File: src/rtl/rtc_cal_pkg.sv
// Package: shared field indices, control bit positions and BCD helpers for
// the shadowed calendar. Assumes 8-bit BCD fields throughout.
package rtc_cal_pkg;

    localparam int NUM_TIME  = 7;
    localparam int DATA_W    = 8;
    localparam int F_SEC     = 0;
    localparam int F_MIN     = 1;
    localparam int F_HOUR    = 2;
    localparam int F_DATE    = 3;
    localparam int F_MON     = 4;
    localparam int F_YEAR    = 5;
    localparam int F_DOW     = 6;
    localparam int CTRL_ADDR = NUM_TIME;
    localparam int CTRL_INH  = 3;
    localparam int CTRL_H24  = 1;

    typedef logic [DATA_W-1:0] bcd8_t;
    typedef logic [NUM_TIME-1:0][DATA_W-1:0] time_vec_t;

    // Advance a two-digit BCD value by one (no wrap handling).
    function automatic bcd8_t bcd_inc(bcd8_t v);
        if (v[3:0] == 4'd9) return {v[7:4] + 4'd1, 4'd0};
        return {v[7:4], v[3:0] + 4'd1};
    endfunction

    // BCD to binary for values up to 99.
    function automatic logic [6:0] bcd2bin(bcd8_t v);
        return 7'(7'(v[7:4]) * 7'd10 + 7'(v[3:0]));
    endfunction

    // Binary to BCD for values up to 99.
    function automatic bcd8_t bin2bcd(logic [6:0] b);
        return {4'(b / 7'd10), 4'(b % 7'd10)};
    endfunction

    // Last valid date of a month; the leap test is year mod 4 on BCD digits.
    function automatic bcd8_t month_days(bcd8_t mon, bcd8_t yr);
        logic [3:0] low2;
        low2 = yr[3:0] + {2'b00, yr[4], 1'b0};
        case (mon)
            8'h02:   return (low2[1:0] == 2'b00) ? 8'h29 : 8'h28;
            8'h04, 8'h06, 8'h09, 8'h11: return 8'h30;
            default: return 8'h31;
        endcase
    endfunction

    // Internal 24-hour BCD hour to its visible encoding.
    function automatic bcd8_t hour_to_vis(bcd8_t h, logic m24);
        logic [6:0] b;
        b = bcd2bin(h);
        if (m24)        return h;
        if (b == 7'd0)  return 8'h12;
        if (b < 7'd12)  return h;
        if (b == 7'd12) return 8'h92;
        return 8'h80 | bin2bcd(b - 7'd12);
    endfunction

    // Visible hour encoding back to the internal 24-hour BCD hour.
    function automatic bcd8_t hour_from_vis(bcd8_t v, logic m24);
        logic [6:0] b;
        if (m24) return {2'b00, v[5:0]};
        b = bcd2bin({3'b000, v[4:0]});
        if (b == 7'd12) b = 7'd0;
        if (v[7])       b = b + 7'd12;
        return bin2bcd(b);
    endfunction

    // Writable bits of each time field.
    function automatic bcd8_t field_mask(int idx);
        case (idx)
            F_SEC, F_MIN: return 8'h7F;
            F_HOUR:       return 8'hBF;
            F_DATE:       return 8'h3F;
            F_MON:        return 8'h1F;
            F_DOW:        return 8'h07;
            default:      return 8'hFF;
        endcase
    endfunction

    // Lowest value (and reset value) of each counter.
    function automatic bcd8_t field_min(int idx);
        return (idx == F_DATE || idx == F_MON || idx == F_DOW) ? 8'h01 : 8'h00;
    endfunction

    // Fixed wrap point of each counter; the date's limit is computed at run time.
    function automatic bcd8_t field_max(int idx);
        case (idx)
            F_SEC, F_MIN: return 8'h59;
            F_HOUR:       return 8'h23;
            F_MON:        return 8'h12;
            F_DOW:        return 8'h07;
            F_DATE:       return 8'h31;
            default:      return 8'h99;
        endcase
    endfunction

endpackage

File: src/rtl/rtc_bcd_ctr.sv
// Module: one two-digit BCD counter with a run-time wrap limit and a
// parallel load. Assumes its value stays valid BCD between MIN_VAL and hi.
module rtc_bcd_ctr #(
    parameter int                W       = 8,
    parameter logic [W-1:0]      MIN_VAL = '0
) (
    input  logic         clk,
    input  logic         rst_n,
    input  logic         en,
    input  logic         load,
    input  logic [W-1:0] load_val,
    input  logic [W-1:0] hi,
    output logic [W-1:0] q,
    output logic         at_max
);
    import rtc_cal_pkg::*;

    // Count register: load has priority over counting.
    always_ff @(posedge clk) begin
        if (!rst_n)      q <= MIN_VAL;
        else if (load)   q <= load_val;
        else if (en)     q <= (q == hi) ? MIN_VAL : W'(bcd_inc(8'(q)));
    end

    assign at_max = (q == hi);

endmodule

File: src/rtl/rtc_cal_counters.sv
// Module: internal time counters in 24-hour BCD with the carry ripple from
// seconds to year, plus the day-of-week. A tick that lands on a transfer
// cycle is held and applied one cycle later to the loaded values.
module rtc_cal_counters
    import rtc_cal_pkg::*;
(
    input  logic                clk,
    input  logic                rst_n,
    input  logic                tick,
    input  logic                xfer,
    input  logic [NUM_TIME-1:0] load_mask,
    input  time_vec_t           load_vals,
    output time_vec_t           cnt,
    output logic                adv_q,
    output logic                tick_held
);
    localparam int CHAIN_LEN = F_YEAR + 1;

    logic                tick_go;
    logic [NUM_TIME-1:0] en;
    logic [NUM_TIME-1:0] at_max;
    time_vec_t           hi;

    assign tick_go = (tick || tick_held) && !xfer;

    // Carry ripple from seconds up to the year; day-of-week follows the date.
    always_comb begin
        logic c;
        logic day_en;
        c      = tick_go;
        day_en = 1'b0;
        en     = '0;
        for (int i = 0; i < CHAIN_LEN; i++) begin
            en[i] = c;
            if (i == F_DATE) day_en = c;
            c = c && at_max[i];
        end
        en[F_DOW] = day_en;
    end

    // Wrap limit per field; the date's limit depends on month and year.
    always_comb begin
        for (int i = 0; i < NUM_TIME; i++) hi[i] = field_max(i);
        hi[F_DATE] = month_days(cnt[F_MON], cnt[F_YEAR]);
    end

    genvar g;
    generate
        for (g = 0; g < NUM_TIME; g++) begin : g_field
            rtc_bcd_ctr #(
                .W       (DATA_W),
                .MIN_VAL (field_min(g))
            ) u_ctr (
                .clk      (clk),
                .rst_n    (rst_n),
                .en       (en[g]),
                .load     (load_mask[g]),
                .load_val (load_vals[g]),
                .hi       (hi[g]),
                .q        (cnt[g]),
                .at_max   (at_max[g])
            );
        end
    endgenerate

    // Advance marker for the refresh and deferral of a colliding tick.
    always_ff @(posedge clk) begin
        if (!rst_n) begin
            adv_q     <= 1'b0;
            tick_held <= 1'b0;
        end else begin
            adv_q     <= tick_go;
            tick_held <= (tick || tick_held) && xfer;
        end
    end

endmodule

File: src/rtl/rtc_cal_regbank.sv
// Module: host-visible register bank with the control byte, per-register
// dirty bits and the 12/24-hour conversion on both copy directions.
// Assumes the host writes valid BCD while the inhibit is set.
module rtc_cal_regbank
    import rtc_cal_pkg::*;
#(
    parameter int ADDR_W = 4
) (
    input  logic                clk,
    input  logic                rst_n,
    input  logic [ADDR_W-1:0]   addr,
    input  logic                wr_en,
    input  logic                rd_en,
    input  logic [DATA_W-1:0]   wdata,
    output logic [DATA_W-1:0]   rdata,
    input  time_vec_t           cnt,
    input  logic                refresh,
    output time_vec_t           vis,
    output logic                inhibit,
    output logic                mode24,
    output logic                xfer,
    output logic [NUM_TIME-1:0] load_mask,
    output time_vec_t           load_vals
);
    localparam logic [ADDR_W-1:0] CTRL_A = ADDR_W'(CTRL_ADDR);

    logic                wr_ctrl;
    logic [NUM_TIME-1:0] wr_time;
    logic [NUM_TIME-1:0] dirty;

    // Write decode: time writes only count while the bank is frozen.
    always_comb begin
        wr_ctrl = wr_en && (addr == CTRL_A);
        for (int i = 0; i < NUM_TIME; i++)
            wr_time[i] = wr_en && (addr == ADDR_W'(i)) && inhibit;
    end

    assign xfer = wr_ctrl && !wdata[CTRL_INH] && inhibit;

    // Control byte: inhibit and hour-mode bits.
    always_ff @(posedge clk) begin
        if (!rst_n) begin
            inhibit <= 1'b0;
            mode24  <= 1'b0;
        end else if (wr_ctrl) begin
            inhibit <= wdata[CTRL_INH];
            mode24  <= wdata[CTRL_H24];
        end
    end

    // Visible registers: masked host writes or a refresh from the counters.
    always_ff @(posedge clk) begin
        if (!rst_n) begin
            for (int i = 0; i < NUM_TIME; i++) vis[i] <= field_min(i);
            vis[F_HOUR] <= hour_to_vis(8'h00, 1'b0);
        end else begin
            for (int i = 0; i < NUM_TIME; i++) begin
                if (wr_time[i])
                    vis[i] <= wdata & field_mask(i);
                else if (refresh && !inhibit)
                    vis[i] <= (i == F_HOUR) ? hour_to_vis(cnt[i], mode24) : cnt[i];
            end
        end
    end

    // Dirty bits: set by a frozen write, cleared by the transfer.
    always_ff @(posedge clk) begin
        if (!rst_n)    dirty <= '0;
        else if (xfer) dirty <= '0;
        else           dirty <= dirty | wr_time;
    end

    // Transfer values: the hour is decoded back to 24-hour form.
    always_comb begin
        load_mask = xfer ? dirty : '0;
        for (int i = 0; i < NUM_TIME; i++) load_vals[i] = vis[i];
        load_vals[F_HOUR] = hour_from_vis(vis[F_HOUR], mode24);
    end

    // Read mux, gated by the read strobe.
    always_comb begin
        rdata = '0;
        if (rd_en) begin
            for (int i = 0; i < NUM_TIME; i++)
                if (addr == ADDR_W'(i)) rdata = vis[i];
            if (addr == CTRL_A) begin
                rdata[CTRL_INH] = inhibit;
                rdata[CTRL_H24] = mode24;
            end
        end
    end

endmodule

File: src/rtl/rtc_shadow_cal.sv
// Module: top of the shadowed BCD calendar. Ties the internal counters to
// the host register bank. Assumes tick_1hz is a one-cycle pulse.
module rtc_shadow_cal
    import rtc_cal_pkg::*;
#(
    parameter int ADDR_W = 4
) (
    input  logic              clk,
    input  logic              rst_n,
    input  logic              tick_1hz,
    input  logic [ADDR_W-1:0] addr,
    input  logic              wr_en,
    input  logic              rd_en,
    input  logic [7:0]        wdata,
    output logic [7:0]        rdata
);
    time_vec_t           cnt;
    time_vec_t           vis;
    time_vec_t           load_vals;
    logic [NUM_TIME-1:0] load_mask;
    logic                refresh;
    logic                tick_held;
    logic                xfer;
    logic                inhibit;
    logic                mode24;

    rtc_cal_counters u_counters (
        .clk       (clk),
        .rst_n     (rst_n),
        .tick      (tick_1hz),
        .xfer      (xfer),
        .load_mask (load_mask),
        .load_vals (load_vals),
        .cnt       (cnt),
        .adv_q     (refresh),
        .tick_held (tick_held)
    );

    rtc_cal_regbank #(.ADDR_W(ADDR_W)) u_regbank (
        .clk       (clk),
        .rst_n     (rst_n),
        .addr      (addr),
        .wr_en     (wr_en),
        .rd_en     (rd_en),
        .wdata     (wdata),
        .rdata     (rdata),
        .cnt       (cnt),
        .refresh   (refresh),
        .vis       (vis),
        .inhibit   (inhibit),
        .mode24    (mode24),
        .xfer      (xfer),
        .load_mask (load_mask),
        .load_vals (load_vals)
    );

endmodule

File: config.mk
export PLATFORM = sky130hd
export DESIGN_NAME = rtc_shadow_cal
export DESIGN_NICKNAME = d
export VERILOG_FILES = /design/src/rtl/rtc_cal_pkg.sv /design/src/rtl/rtc_bcd_ctr.sv /design/src/rtl/rtc_cal_counters.sv /design/src/rtl/rtc_cal_regbank.sv /design/src/rtl/rtc_shadow_cal.sv
export SDC_FILE = /design/constraint.sdc
export NUM_CORES = 1
export LEC_CHECK = 0
export BUFFER_PORTS_ARGS = -buffer_cell sky130_fd_sc_hd__buf_4
export CELL_PAD_IN_SITES_DETAIL_PLACEMENT = 2
export CELL_PAD_IN_SITES_GLOBAL_PLACEMENT = 2
export CORE_MARGIN = 2
export CORE_UTILIZATION = 42
export DETAILED_ROUTE_END_ITERATION = 16
export PLACE_DENSITY = 0.83
export SLEW_MARGIN = 20
export SYNTH_ARGS = -nofsm -noshare
export SYNTH_HDL_FRONTEND = slang
export SYNTH_HIERARCHICAL = 1
export SYNTH_SLANG_ARGS = --single-unit
export TNS_END_PERCENT = 50
File: constraint.sdc
create_clock -name clk -period 7.6 [get_ports clk]
set_input_delay 0.38 -clock clk [delete_from_list [all_inputs] [get_ports clk]]
set_output_delay 0.38 -clock clk [all_outputs]
set_load 0.02 [all_outputs]
==> impl_summary.txt <==
----------------------------------------------------
[Placed design]
  Placed inst area ... 10,400 µm²
  Quantity of I/O buffers inserted on ports ... 24
  Final RePlAce weighted congestion ... 0.883
  Half-perimeter wire length after detailed placement ... 25,800 µm

[Setup path]
  Crit Path Class ... reg -> reg
  Crit start category ... flip-flop
  FF-to-FF End ... u_counters/g_field[2].u_ctr/q[2]
  Category of the worst setup path capture point ... flip-flop
  Data required, critical path ... 7.93 ns
  R2R cell count ... 19
  Maximum fanout along the worst path ... 7
  Setup slack on the worst flop-to-flop path ... 2.10 ns
  R2r startpoint ... u_regbank/vis[20]
  Crit path DAT ... 5.84 ns

[Logic synthesis]
  Number of warnings reported in the yosys synthesis log ... 6
  Avg Cell Area, Syn ... 8.07 µm²
  Post-Syn Area ... 9910 µm²
  Synthesized netlist cell count ... 1,228

[Layout]
  Filler cells ... 2,651
  Area taken by multi-input logic gates ... 7180 µm²
  Post-synthesis to final-layout area growth ... 11.0%
  Sequential cell area in the final layout ... 2460 µm²
  Count of inserted antenna diode cells ... 0
  Area of all placed cells without fillers ... 11,000 µm²
  Nets@finish ... 1,316
  Ratio of cells with drive above 1 in the final layout ... 0.113

[Route]
  Post-Route WL ... 37,600 µm
  Number of DRC markers in iteration 0 ... 512
  Detailed Routing Iterations Pass 1 ... 5
  Routed length on met2 ... 18,400 µm
  Vias/cell ... 6.22
  Number of routed nets with antenna violations ... 0
  Count of unresolved DRC violations after routing ... 0
  Met3 wire length ... 1410 µm
  Number of vias in the routed layout ... 9,897
  Wire length per cell ... 23.6 µm
  Highest routed layer ... met4
  Met1 routed wirelength after detailed routing ... 16,500 µm

[Clocking]
  CTS tree ... yes
  Setup fix buffers added after clock tree synthesis ... 0
  H-Tree Level Count ... 4
  Number of sinks on the clock net ... 123
  Number of buffers added by the clock tree synthesis step ... 17
  Clk Latency, worst-skew pair ... 0.44 ns
  Clock root cell ... clkbuf_16
  Number of hold-repair buffers added at the cts stage ... 0
  Clk slew on worst S/H paths ... 0.07 ns
  Maximum root-to-sink buffer count ... 2
  Count of instances resized after the clock tree is built ... 0

[Floorplan]
  Num rows ... 56
  X dimension of the die ... 158 µm
  Area inside the core boundary ... 23,300 µm²
  Overall die area ... 24,800 µm²
  Starting utilization of the core area ... 0.425
  Top-Level Pins ... 25
  Overall die height ... 158 µm

[Worst hold path]
  Cell count of the worst hold path ... 2
  Hold Path End ... u_counters/tick_held
  Class of the worst hold path ... in -> reg
  Min-Delay Startpoint ... tick_1hz

[Timing]
  Max Clock Freq ... 0.182 GHz
  Fin crit share ... 0.724
  Largest clock skew in the final design ... 0.0131 ns
  Minimum clock period ... 5.50 ns
  Number of slew-limit violations in the final report ... 0
  Final Hold Viols ... 0
  Transition at the pin with the smallest max-transition slack ... 0.981 ns
  Final Setup Violations ... 0
  Normalized max-slew margin ... 0.344
  Unrepaired setup endpoints after global routing ... no
  Total negative slack ... 0 ns

[Global route]
  Number of global-route vias before repair ... 10,700
  Grt total ovfl ... 0
  Maximum number of pins on one net before global-route repair ... 54
  Wire length of the first global-routing pass ... 60,400 µm
  Global-route usage over all layers ... 0.309
  Initial antenna violation count ... 0

[Power]
  Areal power density over the cells ... 148 nW/µm²
  Worst IR drop on VDD ... 90.5 µV
  Leakage power of the design ... 0.00460 µW

[Run]
  Maximum Capacitance Violations ... 0

[Outcome]
  Run status ... complete, no violations

----------------------------------------------------
[metrics by stage]
stage | total power, µW | hold WS, ns | util | setup slack (ns) | cells
2_1_floorplan | 751 | 0.430 | - | 3.00 | 1279
3_3_place_gp | 793 | 0.437 | 0.446 | 2.50 | 1558
3_5_place_dp | 797 | 0.445 | 0.446 | 2.03 | 1558
4_1_cts | 1630 | 0.180 | 0.471 | 1.96 | 1590
5_1_grt | 1680 | 0.187 | 0.472 | 1.65 | 1590
6_report | 1620 | 0.189 | 0.472 | 2.10 | 1590
[registers in the layout, summed over array words and instances (netlist names)]
| signal | cells |
|---|---|
| u_counters/adv_q | 1 |
| u_counters/g_field.u_ctr/q | 56 |
| u_counters/tick_held | 1 |
| u_regbank/dirty | 7 |
| u_regbank/inhibit | 1 |
| u_regbank/load_vals | 48 |
| u_regbank/mode24 | 1 |
| u_regbank/vis | 8 |
[report_power, final]
part	internal (µW)	leakage (µW)	switching, µW
clock network	478	0.000286	358
logic	43.7	0.00332	91.1
registers	648	0.000992	5.30
total	1170	0.00460	454
[how the worst max path moves through the flow]
stage | from | endpoint | slack (ns)
finish | u_regbank/vis[20] | u_counters/g_field[2].u_ctr/q[2] | 2.10
global route | u_counters/g_field[2].u_ctr/q[4] | u_regbank/vis[18] | 1.65
CTS | u_regbank/vis[17] | u_counters/g_field[2].u_ctr/q[2] | 1.96
detailed placement | u_regbank/vis[20] | u_counters/g_field[2].u_ctr/q[2] | 2.03
global placement | u_regbank/vis[20] | u_counters/g_field[2].u_ctr/q[2] | 2.50
floorplan | u_regbank/vis[17] | u_counters/g_field[2].u_ctr/q[2] | 3.00
[layout by cell type, fill, tap and decap left out, types with 11 or more instances in the layout]
| cell | count |
|---|---|
| nor4_1 | 11 |
| a21oi_1 | 53 |
| nand2b_1 | 20 |
| o21ai_0 | 43 |
| nand2_1 | 141 |
| o21a_1 | 11 |
| a21boi_0 | 42 |
| inv_1 | 40 |
| dfxtp_1 | 123 |
| a31oi_1 | 12 |
| a22oi_1 | 25 |
| xnor2_1 | 44 |
| o211ai_1 | 14 |
| buf_4 | 30 |
| nand3_1 | 69 |
| nor3_1 | 30 |
| conb_1 | 54 |
| nor2_1 | 57 |
| mux2i_1 | 17 |
| clkbuf_16 | 17 |
| ha_1 | 39 |
| xor2_1 | 30 |
| nor2b_1 | 23 |
| nor3b_1 | 18 |
| o211a_1 | 44 |
| and2_1 | 20 |
[layout make-up]
type / count / area share
Clock buffer: 20 / 0.0415
Timing Repair Buffer: 30 / 0.0205
Sequential cell: 123 / 0.224
Clock inverter: 12 / 0.0118
Inverter: 41 / 0.0140
Multi-Input combinational cell: 1045 / 0.652
Tap cell: 319 / 0.0363
[critical path: stages, from the launching register on]
cell	delay, ns
dfxtp_1	0.42
ha_1	0.25
ha_1	0.24
xnor2_1	0.14
o41ai_2	0.57
ha_1	0.29
nor2b_1	0.09
xnor2_1	0.47
inv_1	0.13
ha_1	0.28
a2111oi_1	0.92
o41ai_1	0.29
ha_1	0.28
inv_1	0.06
o21ai_0	0.07
nand2_1	0.20
mux2i_1	0.20
mux2_2	0.17
a21oi_1	0.06
a21boi_0	0.26
[routing by layer]
metal,vias to the layer above,track usage
li1,4570,-
met1,4997,0.388
met2,244,0.529
met3,86,0.0463
met4,0,0.126
met5,-,0
Power figures use the tool's default switching activity.
